--- src/rtl/pixel_ser_pkg.sv ---
package pixel_ser_pkg;
  localparam int BYTE_W = 8;
  localparam int IDX_W  = 4;
  localparam int RGB_W  = 3;
  localparam int PIX_W  = 3;

  typedef enum logic [1:0] {
    BPP1     = 2'd0,
    BPP2     = 2'd1,
    BPP4     = 2'd2,
    BPP4_ALT = 2'd3
  } bpp_e;

  // index of the last pixel in a byte for a given depth
  function automatic logic [PIX_W-1:0] last_pix(bpp_e d);
    case (d)
      BPP1:    last_pix = PIX_W'(7);
      BPP2:    last_pix = PIX_W'(3);
      default: last_pix = PIX_W'(1);
    endcase
  endfunction
endpackage

--- src/rtl/pixel_ser_hold.sv ---
module pixel_ser_hold
  import pixel_ser_pkg::*;
(
  input  logic              clk_i,
  input  logic              rst_ni,
  input  logic [BYTE_W-1:0] byte_i,
  input  logic              valid_i,
  input  logic              take_i,
  output logic [BYTE_W-1:0] byte_o,
  output logic              pending_o
);
  always_ff @(posedge clk_i or negedge rst_ni) begin
    if (!rst_ni) begin
      byte_o    <= '0;
      pending_o <= 1'b0;
    end else if (valid_i) begin
      byte_o    <= byte_i;
      pending_o <= 1'b1;
    end else if (take_i) begin
      pending_o <= 1'b0;
    end
  end
endmodule

--- src/rtl/pixel_ser_seq.sv ---
module pixel_ser_seq
  import pixel_ser_pkg::*;
#(
  parameter int SCALE_W = 2,
  localparam int HOLD_W = (1 << SCALE_W) - 1
) (
  input  logic              clk_i,
  input  logic              rst_ni,
  input  logic              load_en_i,
  input  logic              pending_i,
  input  logic [BYTE_W-1:0] byte_i,
  input  bpp_e              depth_i,
  input  logic [SCALE_W-1:0] scale_i,
  input  logic              blank_i,
  output logic              take_o,
  output logic              busy_o,
  output logic [BYTE_W-1:0] shift_o,
  output bpp_e              depth_o,
  output logic [PIX_W-1:0]  pix_left_o,
  output logic [HOLD_W-1:0] hold_cnt_o
);
  logic [HOLD_W-1:0] hold_max_q;
  logic [HOLD_W-1:0] hold_max_d;

  assign take_o     = load_en_i & pending_i & ~busy_o;
  assign hold_max_d = HOLD_W'((1 << scale_i) - 1);

  always_ff @(posedge clk_i or negedge rst_ni) begin
    if (!rst_ni) begin
      busy_o     <= 1'b0;
      shift_o    <= '0;
      depth_o    <= BPP1;
      pix_left_o <= '0;
      hold_cnt_o <= '0;
      hold_max_q <= '0;
    end else if (take_o) begin
      busy_o     <= 1'b1;
      shift_o    <= byte_i;
      depth_o    <= depth_i;
      pix_left_o <= last_pix(depth_i);
      hold_cnt_o <= hold_max_d;
      hold_max_q <= hold_max_d;
    end else if (busy_o && !blank_i) begin
      if (hold_cnt_o != '0) begin
        hold_cnt_o <= hold_cnt_o - 1'b1;
      end else if (pix_left_o == '0) begin
        busy_o <= 1'b0;
      end else begin
        // next pixel's bits move into the fixed tap positions
        shift_o    <= {shift_o[BYTE_W-2:0], 1'b0};
        pix_left_o <= pix_left_o - 1'b1;
        hold_cnt_o <= hold_max_q;
      end
    end
  end
endmodule

--- src/rtl/pixel_ser_map.sv ---
module pixel_ser_map
  import pixel_ser_pkg::*;
(
  input  logic [BYTE_W-1:0] shift_i,
  input  bpp_e              depth_i,
  output logic [RGB_W-1:0]  rgb_o
);
  logic [IDX_W-1:0] idx;

  always_comb begin
    case (depth_i)
      BPP1:    idx = {3'b000, shift_i[7]};
      BPP2:    idx = {2'b00, shift_i[7], shift_i[3]};
      default: idx = {shift_i[7], shift_i[5], shift_i[3], shift_i[1]};
    endcase
  end

  // fixed palette: index mod 8, bit0 red, bit1 green, bit2 blue
  assign rgb_o = idx[RGB_W-1:0];
endmodule

--- src/rtl/pixel_serializer.sv ---
module pixel_serializer
  import pixel_ser_pkg::*;
#(
  parameter int SCALE_W = 2,
  localparam int HOLD_W = (1 << SCALE_W) - 1
) (
  input  logic               clk_i,
  input  logic               rst_ni,
  input  logic [7:0]         byte_i,
  input  logic               byte_valid_i,
  input  logic [1:0]         depth_i,
  input  logic [SCALE_W-1:0] scale_i,
  input  logic               load_en_i,
  input  logic               blank_i,
  output logic [2:0]         rgb_o
);
  logic [BYTE_W-1:0] held;
  logic              pending;
  logic              take;
  logic              busy;
  logic [BYTE_W-1:0] shift;
  bpp_e              depth_q;
  logic [PIX_W-1:0]  pix_left;
  logic [HOLD_W-1:0] hold_cnt;
  logic [RGB_W-1:0]  pix_rgb;

  pixel_ser_hold u_hold (
    .clk_i    (clk_i),
    .rst_ni   (rst_ni),
    .byte_i   (byte_i),
    .valid_i  (byte_valid_i),
    .take_i   (take),
    .byte_o   (held),
    .pending_o(pending)
  );

  pixel_ser_seq #(.SCALE_W(SCALE_W)) u_seq (
    .clk_i     (clk_i),
    .rst_ni    (rst_ni),
    .load_en_i (load_en_i),
    .pending_i (pending),
    .byte_i    (held),
    .depth_i   (bpp_e'(depth_i)),
    .scale_i   (scale_i),
    .blank_i   (blank_i),
    .take_o    (take),
    .busy_o    (busy),
    .shift_o   (shift),
    .depth_o   (depth_q),
    .pix_left_o(pix_left),
    .hold_cnt_o(hold_cnt)
  );

  pixel_ser_map u_map (
    .shift_i(shift),
    .depth_i(depth_q),
    .rgb_o  (pix_rgb)
  );

  always_ff @(posedge clk_i or negedge rst_ni) begin
    if (!rst_ni)                rgb_o <= '0;
    else if (busy && !blank_i)  rgb_o <= pix_rgb;
    else                        rgb_o <= '0;
  end
endmodule

--- config.mk ---
export PLATFORM = sky130hd
export DESIGN_NAME = pixel_serializer
export DESIGN_NICKNAME = d
export VERILOG_FILES = /design/src/rtl/pixel_ser_pkg.sv /design/src/rtl/pixel_ser_hold.sv /design/src/rtl/pixel_ser_seq.sv /design/src/rtl/pixel_ser_map.sv /design/src/rtl/pixel_serializer.sv
export SDC_FILE = /design/constraint.sdc
export NUM_CORES = 1
export LEC_CHECK = 0
export BUFFER_PORTS_ARGS = -buffer_cell sky130_fd_sc_hd__buf_4
export CAP_MARGIN = 0
export CORE_MARGIN = 2
export CORE_UTILIZATION = 42
export CTS_CLUSTER_SIZE = 10
export DETAILED_ROUTE_END_ITERATION = 12
export MAX_ROUTING_LAYER = met4
export SYNTH_ARGS = -nofsm -noshare
export SYNTH_HDL_FRONTEND = slang
export SYNTH_SLANG_ARGS = --single-unit
--- constraint.sdc ---
create_clock -name clk_i -period 1.8 [get_ports clk_i]
set_clock_uncertainty 0.1 [all_clocks]
set_input_delay 0.27 -clock clk_i [delete_from_list [all_inputs] [get_ports clk_i]]
set_output_delay 0.27 -clock clk_i [all_outputs]
set_load 0.05 [all_outputs]
# Word-level counts from Yosys, hierarchy flattened
# Index checks and enable logic that the tools add are counted.
# word_totals
reg_bits	32
input_bits	17
output_inout_bits	3
wordCells	54
# classes
addsub	3
eq_ne	5
shift	1
muxes	21
n_bitwise	3
n_reduce_logical	12
# op_table
op	count
2-to-1 mux 8 bit	4
2-to-1 mux 3 bit	9
one-hot mux 3 bit (2 select lines)	2
2-to-1 mux 1 bit	6
AND reduction 3 bit	2
nonzero test 2 bit	3
subtractor 3 x 1 -> 3 bit, second input constant	2
equality test 2 x 1 -> 1 bit, second input constant	2
zero test 2 bit	2
inequality test 2 bit, second input constant	2
zero test 3 bit	1
inequality test 3 x 2 -> 1 bit, second input constant	1
nonzero test 3 bit	1
<< shifter 1 x 2 -> 3 bit, first input constant	1
subtractor 3 x 2 -> 3 bit, second input constant	1
AND 1 bit	2
AND reduction 2 bit	1
logical AND 1 bit	1
zero test 1 bit	1
NOT 1 bit	1

# Longest topological paths before layout
# depth
depth_word	5
depth_mapped	7
depth_no_buf	6

# Cells and area by module
# From an unflattened synthesis, not the netlist that was laid out.
# unflattened
cells_unflattened	138
area_unflattened_um2	1545.2
# modules_own_cells
mod	n_inst	cells_each	area_per_inst_um2	seq_area_each_um2
pixel_ser_seq	1	105	1037.2	500.5
pixel_ser_hold	1	20	369.1	225.2
pixel_serializer	1	6	101.3	75.1
pixel_ser_map	1	7	37.5	0.0

# Worst setup path after synthesis
# OpenSTA, ideal clock, no wires.
# synth_timing
kind	register -> register
from	register u_seq.hold_cnt_o[0]
to	register u_seq.pix_left_o[1]
setup_time_ns	0.081
arrival_time_ns	1.539
required_time_ns	1.619
path_slack_ns	0.081
path_stages_with_launch	8
path_buffers	1
synth_period_minus_slack_ns	1.719
path_cell_list	dfrtp_1 > inv_1 > ha_1 > and2b_2 > nand3_2 > buf_6 > mux2_4 > mux2i_4
# synth_between
elab_chain_cells	3
# synth_lines
element	line_no	text
start: declaration	pixel_ser_seq.sv:20	output logic [HOLD_W-1:0] hold_cnt_o
start signal: assignment	pixel_ser_seq.sv:41	hold_cnt_o <= hold_max_d;
start signal: assignment	pixel_ser_seq.sv:45	hold_cnt_o <= hold_cnt_o - 1'b1;
start signal: assignment	pixel_ser_seq.sv:52	hold_cnt_o <= hold_max_q;
nonzero test 3 bit	pixel_ser_seq.sv:44	if (hold_cnt_o != '0) begin
inequality test 2 bit (no source line)	-	
AND reduction 3 bit (no source line)	-	
end signal: assignment	pixel_ser_seq.sv:40	pix_left_o <= last_pix(depth_i);
end signal: assignment	pixel_ser_seq.sv:51	pix_left_o <= pix_left_o - 1'b1;
end: declaration	pixel_ser_seq.sv:19	output logic [PIX_W-1:0] pix_left_o,
# Every way passes these cells.
# A chain may end at the register's enable or synchronous reset.

# Final worst setup path
# layout_timing
from	register u_seq.pix_left_o[1]
to	register u_seq.shift_o[4]
# layout_between
elab_chain_cells	3
# layout_lines
element	line_no	text
zero test 3 bit	pixel_ser_seq.sv:46	end else if (pix_left_o == '0) begin
inequality test 2 bit (no source line)	-	
AND reduction 3 bit (no source line)	-	
end signal: assignment	pixel_ser_seq.sv:38	shift_o <= byte_i;
end signal: assignment	pixel_ser_seq.sv:50	shift_o <= {shift_o[BYTE_W-2:0], 1'b0};
end: declaration	pixel_ser_seq.sv:17	output logic [BYTE_W-1:0] shift_o,
# Every way passes these cells.

==> run metrics <==
vias in the first global route 1119; die area 4090 µm²; Starting Density 44.5%; Final Hold Fails 0; Largest stage delay, worst path 0.38 ns; critical path's slowest cell dfrtp_1; post-synth top area share 53.1%; Iteration-0 DRC Markers 42; max_cap viols 0; synthesized cell area 1510 µm²; First-pass DRT Iterations 4; Max Fanout on Critical Path 7; Post-synth top flop dfrtp_1; sequential fraction of design power 44.9%; Synth Area in XOR/XNOR 1.16%; register bit total from synthesis 32; simple-gate share of the synthesized area 17.3%; nature of the critical path endpoint flop; Int Pwr 1620 µW; synthesis-to-layout area growth 20.9%; Synth Area in Compound Gates 7.97%; # DRC 0; Detail Route Antenna Nets 0; number of synthesized flops with an enable pin 0; Worst Hold Class in2reg; Synth Area per Inst 10.8 µm²; leakage power 0.000877 µW; switching share of power 37.1%; crit path cell chain inv_1 > ha_2 > or2b_1 > nand3_4 > buf_12 > mux2i_1 > o21ai_0; layout cells sized above 1 30.4%; row count 21; Setup Buffers After CTS 0; global route overflow 0; combinational family with the most area after synthesis simple AND/OR/NAND/NOR gates; PortBufs 19; Total GRT Usage 16.9%; mux contribution to synthesized area 14.4%; critical path class reg2reg; Psw 954 µW; Clock Tree Buf Depth 2; Fill cells 320; Overall Power 2570 µW; Ports 20; register area share after synthesis 53.1%; outcome finished, final reports clean; Mapped Cells 140; f_max 0.581 GHz; fin crit period 1.72 ns; final count of negative-setup-slack endpoints 0; Die Wd 63.9 µm; Syn Nets 161; Hold Worst Slack 0.0267 ns; commonest non-fill, non-tap cell in the layout dfrtp_1; CP delay by family, top simple AND/OR/NAND/NOR gates; worst skew pair latency 0.34 ns; dpl hpwl 2.19 mm; largest net degree at the start of global routing 33; diode count 0; RD Place Congestion 0.779; post-synth cell types 33; FFs w/ async S/R, synth 100%; worst-margin pin slew 0.397 ns; VDD IR-drop max 0.000623 V; clock share of power 14.9%; Area contributors post-synth dfrtp_1, nand2_1, mux2i_1; CTS Sinks 32; Final Max Slew Viols 0; via count 1088; Die Span Y 63.9 µm; antenna violations before repair 0; Total Wirelength 2.98 mm; final setup TNS 0 ns; Yosys warning total 0; Worst setup SP type flop; CTS Root Cell clkbuf_4; Vias/cell 5.08; Pwr Density 1410 nW/µm²; H-tree depth 2; worst path required time 1.91 ns; CP arrival 1.83 ns; first-pass GRT wire length 5.08 mm; clock slew at reported path FFs 0.10 ns; Post-layout nets 189; CTS Buf Count 5; final period utilization 95.6%; WL/cell 13.9 µm; Yosys top cell by area dfrtp_1; core area 3390 µm²; relative slew slack 73.5%; most frequent cells in the layout dfrtp_1, nand2_1, buf_4, o21ai_0, mux2i_1; CTS tree built; Post-Synth Adder-Cell Area 3.32%; logic gate share of total power 40.2%; crit path buf inv count 2
[per-stage QoR]
step / cells / area (µm²) / util [%] / setup slack [ns]
detailed placement: 205 / 1730 / 51.1 / 0.0594
finish: 214 / 1820 / 53.8 / 0.0783
global placement: 205 / 1730 / 51.1 / 0.148
CTS: 213 / 1790 / 52.9 / 0.0557
global route: 214 / 1820 / 53.8 / -0.000236
floorplan: 140 / 1510 / - / 0.0805
[registers in the layout, summed over array words and instances (netlist names)]
signal	flops
u_seq.hold_max_q	3
u_seq.pix_left_o	3
u_seq.depth_o	2
u_hold.pending_o	1
u_seq.hold_cnt_o	3
u_seq.shift_o	8
rgb_o	3
u_seq.busy_o	1
u_hold.byte_o	8
[area by class of cell]
type / count / area, µm² / area share [%]
clock buffer: 5 / 37.5 / 2.06
clock inverter: 2 / 12.5 / 0.686
sequential: 32 / 801 / 43.9
timing repair buffer: 26 / 213 / 11.7
multi-input combinational: 99 / 687 / 37.7
inverter: 4 / 15.0 / 0.824
tap: 46 / 57.6 / 3.16
[power groups by stage]
stage	Sequential (µW)	Combinational [µW]	Clock (µW)
finish	1150	1030	382
global route	1190	1150	443
CTS	1150	1000	402
detailed placement	1160	999	0
global placement	1150	947	0
floorplan	1170	681	0
[synth_stat cells, types with 2 or more instances]
cell,n
mux2_2,8
nand3_1,3
dfrtp_1,32
ha_1,4
or2b_1,2
nand2_1,27
mux2i_1,9
clkbuf_1,4
a21oi_1,5
inv_1,4
nor2_1,7
o21ai_0,14
[worst reg2reg max path, delay by kind of cell, from the launching register on]
kind                     cells  cell delay (ns)
AO/OA/AOI/OAI                1             0.09
flip-flops                   1             0.38
AND/OR/NAND/NOR              2             0.40
multiplexers                 1             0.19
buffers and inverters        2             0.24
adder cells (fa/ha/maj)      1             0.20
[path summary, 6_finish.rpt]
check | from | endpoint | slack [ns] | cells after the start
max in group asynchronous | rst_ni | u_seq.shift_o[5] | 1.00 | 2
worst min register to register | u_hold.byte_o[4] | u_seq.shift_o[4] | 0.38 | 2
worst min-delay path | depth_i[0] | u_seq.depth_o[0] | 0.03 | 3
min in group asynchronous | rst_ni | u_hold.pending_o | 0.29 | 2
worst max register to register | u_seq.pix_left_o[1] | u_seq.shift_o[4] | 0.08 | 7
worst max-delay path | u_seq.pix_left_o[1] | u_seq.shift_o[4] | 0.08 | 7
[cell families (layout without fill, tap and decap cells)]
logic type	after synthesis	in the layout
flip-flops	32	32
multiplexers	19	19
XOR/XNOR	2	2
AO/OA/AOI/OAI	22	22
AND/OR/NAND/NOR	52	52
adder cells (fa/ha/maj)	4	4
buffers and inverters	9	37
[timing repair]
action / in CTS / in global routing
gates resized for setup: 0 / 7
hold endpoints to repair: 32 / 1
endpoints found under the setup margin: 0 / 7
hold buffers: 1 / 1
[metal layers]
metal,wire [µm],track usage [%]
met1,1340,19.6
met4,40,7.34
met5,0,-
met3,127,5.28
met2,1470,27.1
Note: power is estimated with default switching activity, not from simulation.
